## config.mk

```make
export PLATFORM = sky130hd
export DESIGN_NAME = ranked_cell_allocator
export DESIGN_NICKNAME = d
export VERILOG_FILES = /design/src/rtl/csa_pkg.sv /design/src/rtl/csa_popcount.sv /design/src/rtl/csa_slot_tracker.sv /design/src/rtl/csa_cmd_pack.sv /design/src/rtl/ranked_cell_allocator.sv
export SDC_FILE = /design/constraint.sdc
export NUM_CORES = 2
export LEC_CHECK = 0
export ABC_CLOCK_PERIOD_IN_PS = 50300
export BUFFER_PORTS_ARGS = -buffer_cell sky130_fd_sc_hd__buf_4
export CORE_AREA = 2 2 466 468
export CTS_CLUSTER_DIAMETER = 120
export DETAILED_ROUTE_END_ITERATION = 12
export DIE_AREA = 0 0 468 470
export GPL_TIMING_DRIVEN = 1
export PLACE_DENSITY = 0.64
export SETUP_SLACK_MARGIN = 0.4
export SKIP_LAST_GASP = 1
export SLEW_MARGIN = 0
export SYNTH_ARGS = -nofsm -noshare
export SYNTH_HDL_FRONTEND = slang
export SYNTH_SLANG_ARGS = --single-unit
```

## constraint.sdc

```tcl
create_clock -name clk -period 50.3 [get_ports clk]
set_clock_uncertainty 0.2 [all_clocks]
set_input_delay 5.03 -clock clk [delete_from_list [all_inputs] [get_ports clk]]
set_output_delay 5.03 -clock clk [all_outputs]
set_load 0.05 [all_outputs]
```

## src/rtl/csa_pkg.sv

```systemverilog
package csa_pkg;
  typedef enum logic [2:0] {
    PH_IDLE,
    PH_FAULT,
    PH_GROW,
    PH_SHRINK,
    PH_SWAP,
    PH_PUBLISH
  } phase_e;
endpackage

```

## src/rtl/csa_popcount.sv

```systemverilog
module csa_popcount #(
  parameter int W = 16,
  localparam int CW = $clog2(W + 1)
) (
  input  logic [W-1:0]  bits,
  output logic [CW-1:0] count
);
  always_comb begin
    count = '0;
    for (int i = 0; i < W; i++) count = count + CW'(bits[i]);
  end
endmodule

```

## src/rtl/csa_slot_tracker.sv

```systemverilog
// Keeps the list of modules already claimed in the current period.
module csa_slot_tracker #(
  parameter int NUM_MODS = 32,
  parameter int BUDGET   = 3,
  localparam int MODW = $clog2(NUM_MODS),
  localparam int SW   = $clog2(BUDGET + 1)
) (
  input  logic                   clk,
  input  logic                   rst,
  input  logic                   clr,
  input  logic [MODW-1:0]        qa,
  input  logic [MODW-1:0]        qb,
  input  logic                   add_a,
  input  logic                   add_b,
  output logic                   a_hit,
  output logic                   b_hit,
  output logic [SW-1:0]          used,
  output logic [BUDGET*MODW-1:0] slot_mod
);
  logic [MODW-1:0] slot_q [BUDGET];
  logic [SW-1:0]   used_q;
  logic            app_a, app_b;

  always_comb begin
    a_hit = 1'b0;
    b_hit = 1'b0;
    for (int k = 0; k < BUDGET; k++) begin
      if (SW'(k) < used_q && slot_q[k] == qa) a_hit = 1'b1;
      if (SW'(k) < used_q && slot_q[k] == qb) b_hit = 1'b1;
      slot_mod[k*MODW +: MODW] = slot_q[k];
    end
    app_a = add_a && !a_hit;
    app_b = add_b && !b_hit && !(app_a && qa == qb);
  end

  assign used = used_q;

  always_ff @(posedge clk) begin
    if (rst || clr) begin
      used_q <= '0;
      for (int k = 0; k < BUDGET; k++) slot_q[k] <= '0;
    end else begin
      for (int k = 0; k < BUDGET; k++) begin
        if (app_a && SW'(k) == used_q) slot_q[k] <= qa;
        else if (app_b && SW'(k) == used_q + SW'(app_a)) slot_q[k] <= qb;
      end
      used_q <= used_q + SW'(app_a) + SW'(app_b);
    end
  end
endmodule

```

## src/rtl/csa_cmd_pack.sv

```systemverilog
// Builds one record per claimed module from the working bitmap.
module csa_cmd_pack #(
  parameter int CPM      = 4,
  parameter int NUM_MODS = 32,
  parameter int BUDGET   = 3,
  localparam int N    = CPM * NUM_MODS,
  localparam int MODW = $clog2(NUM_MODS),
  localparam int SW   = $clog2(BUDGET + 1)
) (
  input  logic [N-1:0]           work,
  input  logic [BUDGET*MODW-1:0] slot_mod,
  input  logic [SW-1:0]          used,
  output logic [BUDGET-1:0]      valid,
  output logic [BUDGET*CPM-1:0]  pat
);
  for (genvar k = 0; k < BUDGET; k++) begin : g_rec
    logic [MODW-1:0] m;
    assign m = slot_mod[k*MODW +: MODW];
    assign valid[k] = SW'(k) < used;
    assign pat[k*CPM +: CPM] = work[m*CPM +: CPM];
  end
endmodule

```

## src/rtl/ranked_cell_allocator.sv

```systemverilog
module ranked_cell_allocator
  import csa_pkg::*;
#(
  parameter int CPM         = 4,
  parameter int NUM_MODS    = 32,
  parameter int CALL_BUDGET = 3,
  localparam int N    = CPM * NUM_MODS,
  localparam int IDXW = $clog2(N),
  localparam int CW   = $clog2(N + 1),
  localparam int MODW = $clog2(NUM_MODS),
  localparam int CSH  = $clog2(CPM),
  localparam int PW   = IDXW + 1,
  localparam int SW   = $clog2(CALL_BUDGET + 1)
) (
  input  logic                        clk,
  input  logic                        rst,
  input  logic                        period_stb,
  input  logic [CW-1:0]               target_cnt,
  input  logic [N*IDXW-1:0]           rank_map,
  input  logic [N-1:0]                cell_fault,
  output logic [N-1:0]                cell_conn,
  output logic [CALL_BUDGET-1:0]      cmd_valid,
  output logic [CALL_BUDGET*MODW-1:0] cmd_module,
  output logic [CALL_BUDGET*CPM-1:0]  cmd_pattern,
  output logic                        done,
  output logic                        overrun,
  output logic                        shortfall
);
  localparam logic [PW-1:0] N_P = PW'(N);

  phase_e          phase_q;
  logic [IDXW-1:0] rk_q [N];
  logic [N-1:0]    flt_q, work_q, conn_q;
  logic [CW-1:0]   tgt_q, act_q;
  logic [PW-1:0]   ptr_q, f_q, b_q, ptr_m1;
  logic            fh_q, bh_q, short_pend_q;
  logic [CALL_BUDGET-1:0]      valid_q;
  logic [CALL_BUDGET*MODW-1:0] mod_q;
  logic [CALL_BUDGET*CPM-1:0]  pat_q;
  logic            done_q, overrun_q, short_q;

  logic [IDXW-1:0] ca, cb;
  logic [MODW-1:0] qa, qb;
  logic            a_hit, b_hit, fit_a, fit_ab, tog_a, tog_b, start;
  logic [SW-1:0]   used;
  logic [SW:0]     need_sum;
  logic [CALL_BUDGET*MODW-1:0] slot_mod;
  logic [CALL_BUDGET-1:0]      pk_valid;
  logic [CALL_BUDGET*CPM-1:0]  pk_pat;
  logic [CW-1:0]   work_cnt, healthy_cnt;

  assign start = (phase_q == PH_IDLE) && period_stb;

  csa_popcount #(.W(N)) u_work_cnt (.bits(work_q), .count(work_cnt));
  csa_popcount #(.W(N)) u_health_cnt (.bits(~cell_fault), .count(healthy_cnt));

  // cell under the cursor(s) for the current phase
  always_comb begin
    ptr_m1 = ptr_q - 1'b1;
    cb = rk_q[b_q[IDXW-1:0]];
    case (phase_q)
      PH_FAULT:  ca = ptr_q[IDXW-1:0];
      PH_GROW:   ca = rk_q[ptr_q[IDXW-1:0]];
      PH_SHRINK: ca = rk_q[ptr_m1[IDXW-1:0]];
      default:   ca = rk_q[f_q[IDXW-1:0]];
    endcase
  end

  assign qa = MODW'(ca >> CSH);
  assign qb = MODW'(cb >> CSH);

  csa_slot_tracker #(.NUM_MODS(NUM_MODS), .BUDGET(CALL_BUDGET)) u_slots (
    .clk(clk), .rst(rst), .clr(start), .qa(qa), .qb(qb),
    .add_a(tog_a), .add_b(tog_b), .a_hit(a_hit), .b_hit(b_hit),
    .used(used), .slot_mod(slot_mod)
  );

  csa_cmd_pack #(.CPM(CPM), .NUM_MODS(NUM_MODS), .BUDGET(CALL_BUDGET)) u_pack (
    .work(work_q), .slot_mod(slot_mod), .used(used),
    .valid(pk_valid), .pat(pk_pat)
  );

  // decide which cursor cells flip this clock
  always_comb begin
    fit_a    = a_hit || (used < SW'(CALL_BUDGET));
    need_sum = {1'b0, used} + (SW+1)'(!a_hit) + (SW+1)'(!b_hit && qb != qa);
    fit_ab   = need_sum <= (SW+1)'(CALL_BUDGET);
    tog_a = 1'b0;
    tog_b = 1'b0;
    case (phase_q)
      PH_FAULT:  tog_a = (ptr_q != N_P) && work_q[ca] && flt_q[ca] && fit_a;
      PH_GROW:   tog_a = (ptr_q != N_P) && (act_q != tgt_q) && !work_q[ca] &&
                         !flt_q[ca] && fit_a;
      PH_SHRINK: tog_a = (ptr_q != '0) && (act_q != tgt_q) && work_q[ca] && fit_a;
      PH_SWAP: begin
        tog_a = (f_q < b_q) && fh_q && bh_q && fit_ab;
        tog_b = tog_a;
      end
      default: ;
    endcase
  end

  always_ff @(posedge clk) begin
    if (rst) begin
      phase_q <= PH_IDLE;
      for (int r = 0; r < N; r++) rk_q[r] <= '0;
      flt_q <= '0; work_q <= '0; conn_q <= '0;
      tgt_q <= '0; act_q <= '0; ptr_q <= '0; f_q <= '0; b_q <= '0;
      fh_q <= 1'b0; bh_q <= 1'b0; short_pend_q <= 1'b0;
      valid_q <= '0; mod_q <= '0; pat_q <= '0;
      done_q <= 1'b0; overrun_q <= 1'b0; short_q <= 1'b0;
    end else begin
      done_q <= 1'b0;
      if (period_stb && phase_q != PH_IDLE) overrun_q <= 1'b1;
      if (tog_a) work_q[ca] <= !work_q[ca];
      if (tog_b) work_q[cb] <= !work_q[cb];
      case (phase_q)
        PH_IDLE: if (period_stb) begin
          for (int r = 0; r < N; r++) rk_q[r] <= rank_map[r*IDXW +: IDXW];
          flt_q        <= cell_fault;
          tgt_q        <= target_cnt;
          act_q        <= work_cnt;
          short_pend_q <= healthy_cnt < target_cnt;
          ptr_q        <= '0;
          overrun_q    <= 1'b0;
          phase_q      <= PH_FAULT;
        end
        PH_FAULT: begin
          if (ptr_q == N_P) begin
            if (act_q < tgt_q) begin
              ptr_q <= '0; phase_q <= PH_GROW;
            end else if (act_q > tgt_q) begin
              ptr_q <= N_P; phase_q <= PH_SHRINK;
            end else begin
              f_q <= '0; b_q <= N_P - 1'b1; fh_q <= 1'b0; bh_q <= 1'b0;
              phase_q <= PH_SWAP;
            end
          end else begin
            ptr_q <= ptr_q + 1'b1;
            if (tog_a) act_q <= act_q - 1'b1;
          end
        end
        PH_GROW, PH_SHRINK: begin
          if ((phase_q == PH_GROW ? ptr_q == N_P : ptr_q == '0) || act_q == tgt_q) begin
            f_q <= '0; b_q <= N_P - 1'b1; fh_q <= 1'b0; bh_q <= 1'b0;
            phase_q <= PH_SWAP;
          end else if (phase_q == PH_GROW) begin
            ptr_q <= ptr_q + 1'b1;
            if (tog_a) act_q <= act_q + 1'b1;
          end else begin
            ptr_q <= ptr_m1;
            if (tog_a) act_q <= act_q - 1'b1;
          end
        end
        PH_SWAP: begin
          if (!(f_q < b_q)) phase_q <= PH_PUBLISH;
          else if (!fh_q) begin
            if (!work_q[ca] && !flt_q[ca]) fh_q <= 1'b1;
            else f_q <= f_q + 1'b1;
          end else if (!bh_q) begin
            if (work_q[cb]) bh_q <= 1'b1;
            else b_q <= b_q - 1'b1;
          end else if (fit_ab) begin
            f_q <= f_q + 1'b1; b_q <= b_q - 1'b1; fh_q <= 1'b0; bh_q <= 1'b0;
          end else if (!fit_a) begin
            f_q <= f_q + 1'b1; fh_q <= 1'b0;
          end else begin
            b_q <= b_q - 1'b1; bh_q <= 1'b0;
          end
        end
        PH_PUBLISH: begin
          conn_q  <= work_q;
          valid_q <= pk_valid;
          mod_q   <= slot_mod;
          pat_q   <= pk_pat;
          short_q <= short_pend_q;
          done_q  <= 1'b1;
          phase_q <= PH_IDLE;
        end
        default: phase_q <= PH_IDLE;
      endcase
    end
  end

  assign cell_conn   = conn_q;
  assign cmd_valid   = valid_q;
  assign cmd_module  = mod_q;
  assign cmd_pattern = pat_q;
  assign done        = done_q;
  assign overrun     = overrun_q;
  assign shortfall   = short_q;
endmodule

```

==> qor.yml <==
status: "complete, no violations"
pre_cts_ws_ps: 37270
dr.pass1.iters: 9
setup_slack_ps: 36930
num-nets-final: 10140
drive_gt1_share_pct: 32.69
initial_core_util_pct: 45.61
p_leak_uw: 0.04266
insertion_delay_ps: 890
portBuffers: 1195
cts_buffers: 162
final_common_cell: "buf_4"
grt_setup_unrepaired: "false"
relSlewSlack_pct: 6.910
worst_pin_slew_ps: 1361
slew_viol_final: 0
fill_cells: 18510
max-clock-path-buffers: 3
arrival_ps: 13880
cp.required_ps: 50810
cts-resized-gates: 0
critPathMaxFanout: 70
htree_levels: 4
slowest_delay_ps: 950
ys_types: 116
vias_per_cell: 6.969
slowest_stage: "dfxtp_4"
fmax_ghz: 0.07480
die_y_um: 470
core_mm2: 0.2157
synthFlopType: "edfxtp_1"
hpwl_um: 339800
syn_area_mm2: 0.09838
syn2layout_area_growth_pct: 16.89
yosysWarnings: 0
synth_cells: 8037
clkTransAtPathRegs_ps: 70
ir_worst_vdd_mv: 0.3710
seq_area_frac_synth_pct: 37.70
syn_avg_cell_area_um2: 12.24
syn-num-nets: 9386
cts_hold_buf: 0
p_per_area_mw_per_mm2: 71.12
maxCapViolCount: 0
ant_nets: 0
cp_common_cell: "buf_4"
instances_no_fill: 11840
synth_edf_count: 911
routed_wl_um: 458100
setup_tns_ps: 0
final_cell_mix: "buf_4, mux4_2, edfxtp_1, nand2_1, and3_1"
antenna_found_initial: 83
die_x_um: 468
cts_tree: "yes"
io_pins: 1196
postCtsSetupRepairBufs: 0
hold_start: "cell_conn[124]"
root_buffer: "clkbuf_16"
grt_usage_pct: 40.88
regArea_mm2: 0.03714
route.vias.total: 82530
fin_crit_sh_pct: 26.58
hold_path_class: "flop to flop"
grt_pass1_wl_um: 631900
fin_util_pct: 53.32
grt_overflow_total: 0
critPathLaunchType: "flop"
avgRoutedWirePerCell_um: 38.68
worstSetupPathType: "flop to flop"
multi_input_area_mm2: 0.05618
place.gp.congestion: 1.042
dpl.cell_count: 11480
drtIter0Drc: 13110
p_total_uw: 8178
reg2reg_from: "ptr_q[0]"
end_kind: "flop"
dieArea_mm2: 0.2200
crit_path_start: "ptr_q[0]"
ys_ff_latch: 1397
synthArstFlopShare_pct: 0
hold_viol: 0
setup_violations: 0
rows: 171
drc: 0
first_global_vias: 80130
cts_sinks: 1397
period_minus_slack_ps: 13370
grt_start_max_net_pins: 255
[worst paths after layout]
check                                            end  slack [ps]  depth (start not counted)
worst max-delay path            u_slots.slot_q[2][1]       36930                         28
worst min-delay path                  cell_conn[124]         250                          2
worst max register to register  u_slots.slot_q[2][1]       36930                         28
worst min register to register        cell_conn[124]         250                          2
[metal layers]
| metal | GRT usage, % | part of all wire (%) | vias up |
|---|---|---|---|
| met3 | 11.57 | 12 | 1452 |
| met5 | 0.02196 | 0.060 | - |
| li1 | - | - | 32740 |
| met2 | 62.44 | 46 | 6733 |
| met1 | 49.48 | 34 | 41570 |
| met4 | 29.86 | 8.9 | 40 |
[sequential cells by signal, indices dropped and copies added, names as in the netlist, 2 cells and up, named ones only]
| name | count |
|---|---|
| rk_q | 896 |
| flt_q | 128 |
| cmd_pattern | 12 |
| ptr_q | 8 |
| cmd_valid | 3 |
| b_q | 8 |
| cell_conn | 128 |
| f_q | 8 |
| u_slots.used | 2 |
| tgt_q | 8 |
| phase_q | 3 |
| act_q | 8 |
| cmd_module | 15 |
| work_q | 128 |
| u_slots.slot_q | 15 |
[synth_stat cells (21+ instances only)]
cell type | instances | area share (%)
clkbuf_1 | 442 | 1.7
dfxtp_1 | 486 | 9.9
buf_2 | 152 | 0.77
ha_1 | 84 | 1.1
a21oi_1 | 336 | 1.7
a21o_1 | 24 | 0.18
mux2i_1 | 314 | 3.2
and2_1 | 32 | 0.20
o31ai_1 | 25 | 0.19
o211ai_1 | 27 | 0.21
xnor2_1 | 42 | 0.37
a221oi_1 | 39 | 0.35
a31oi_1 | 41 | 0.26
edfxtp_1 | 911 | 28
buf_1 | 60 | 0.23
inv_1 | 462 | 1.8
o32ai_1 | 21 | 0.19
nand2_1 | 590 | 2.3
mux2_2 | 35 | 0.40
nand3_1 | 140 | 0.71
o22ai_1 | 125 | 0.79
o21ai_0 | 132 | 0.67
a211oi_1 | 63 | 0.48
nor3_1 | 86 | 0.44
a22oi_1 | 79 | 0.60
nand2b_1 | 26 | 0.17
nor2b_1 | 466 | 3.0
buf_6 | 41 | 0.47
and3_1 | 486 | 3.1
nand4_1 | 50 | 0.32
xor2_1 | 21 | 0.19
a22o_1 | 141 | 1.3
or2_2 | 21 | 0.13
fa_1 | 230 | 4.7
buf_4 | 75 | 0.57
nor2_1 | 251 | 0.96
mux4_2 | 1091 | 25
a221o_1 | 49 | 0.50
[final cells by class]
type,count,share of cell area [%]
inverters,468,1.541
well taps,2854,3.105
diodes,61,0.1327
clock buffers,203,3.840
flip-flops and latches,1397,32.30
repair buffers,1364,9.020
multi-input cells,5401,48.86
clock inverters,95,1.204
[stage by stage]
stage	hold WS, ps	instance area [µm²]
4_1_cts	255.5	114800
6_report	253.4	115000
5_1_grt	269.5	115000
2_1_floorplan	231.3	98380
3_5_place_dp	247.0	109000
3_3_place_gp	244.7	109000
[cell families after synthesis]
kind of cell	synth area share, %
multiplexers	28.69
XOR/XNOR	0.6219
buffers and inverters	5.524
adder cells (fa/ha/maj)	5.749
AO/OA/AOI/OAI	9.803
flip-flops	37.70
AND/OR/NAND/NOR	11.91
[critical path, delay by kind of cell (launching register included)]
family,cells,cell delay [ps]
compound gates,8,2310
flops,1,950
fa+ha+maj,2,990
mux,4,1320
buf+inv,6,3220
simple gates,8,4030
[report_power, final]
part	internal, µW	total (µW)	switching [µW]	leakage [µW]
Combinational	2170	5080	2920	0.0262
Clock	759	1290	536	0.00278
Sequential	1490	1800	310	0.0137
Total	4410	8180	3760	0.0427
(Power assumes the default switching activity.)
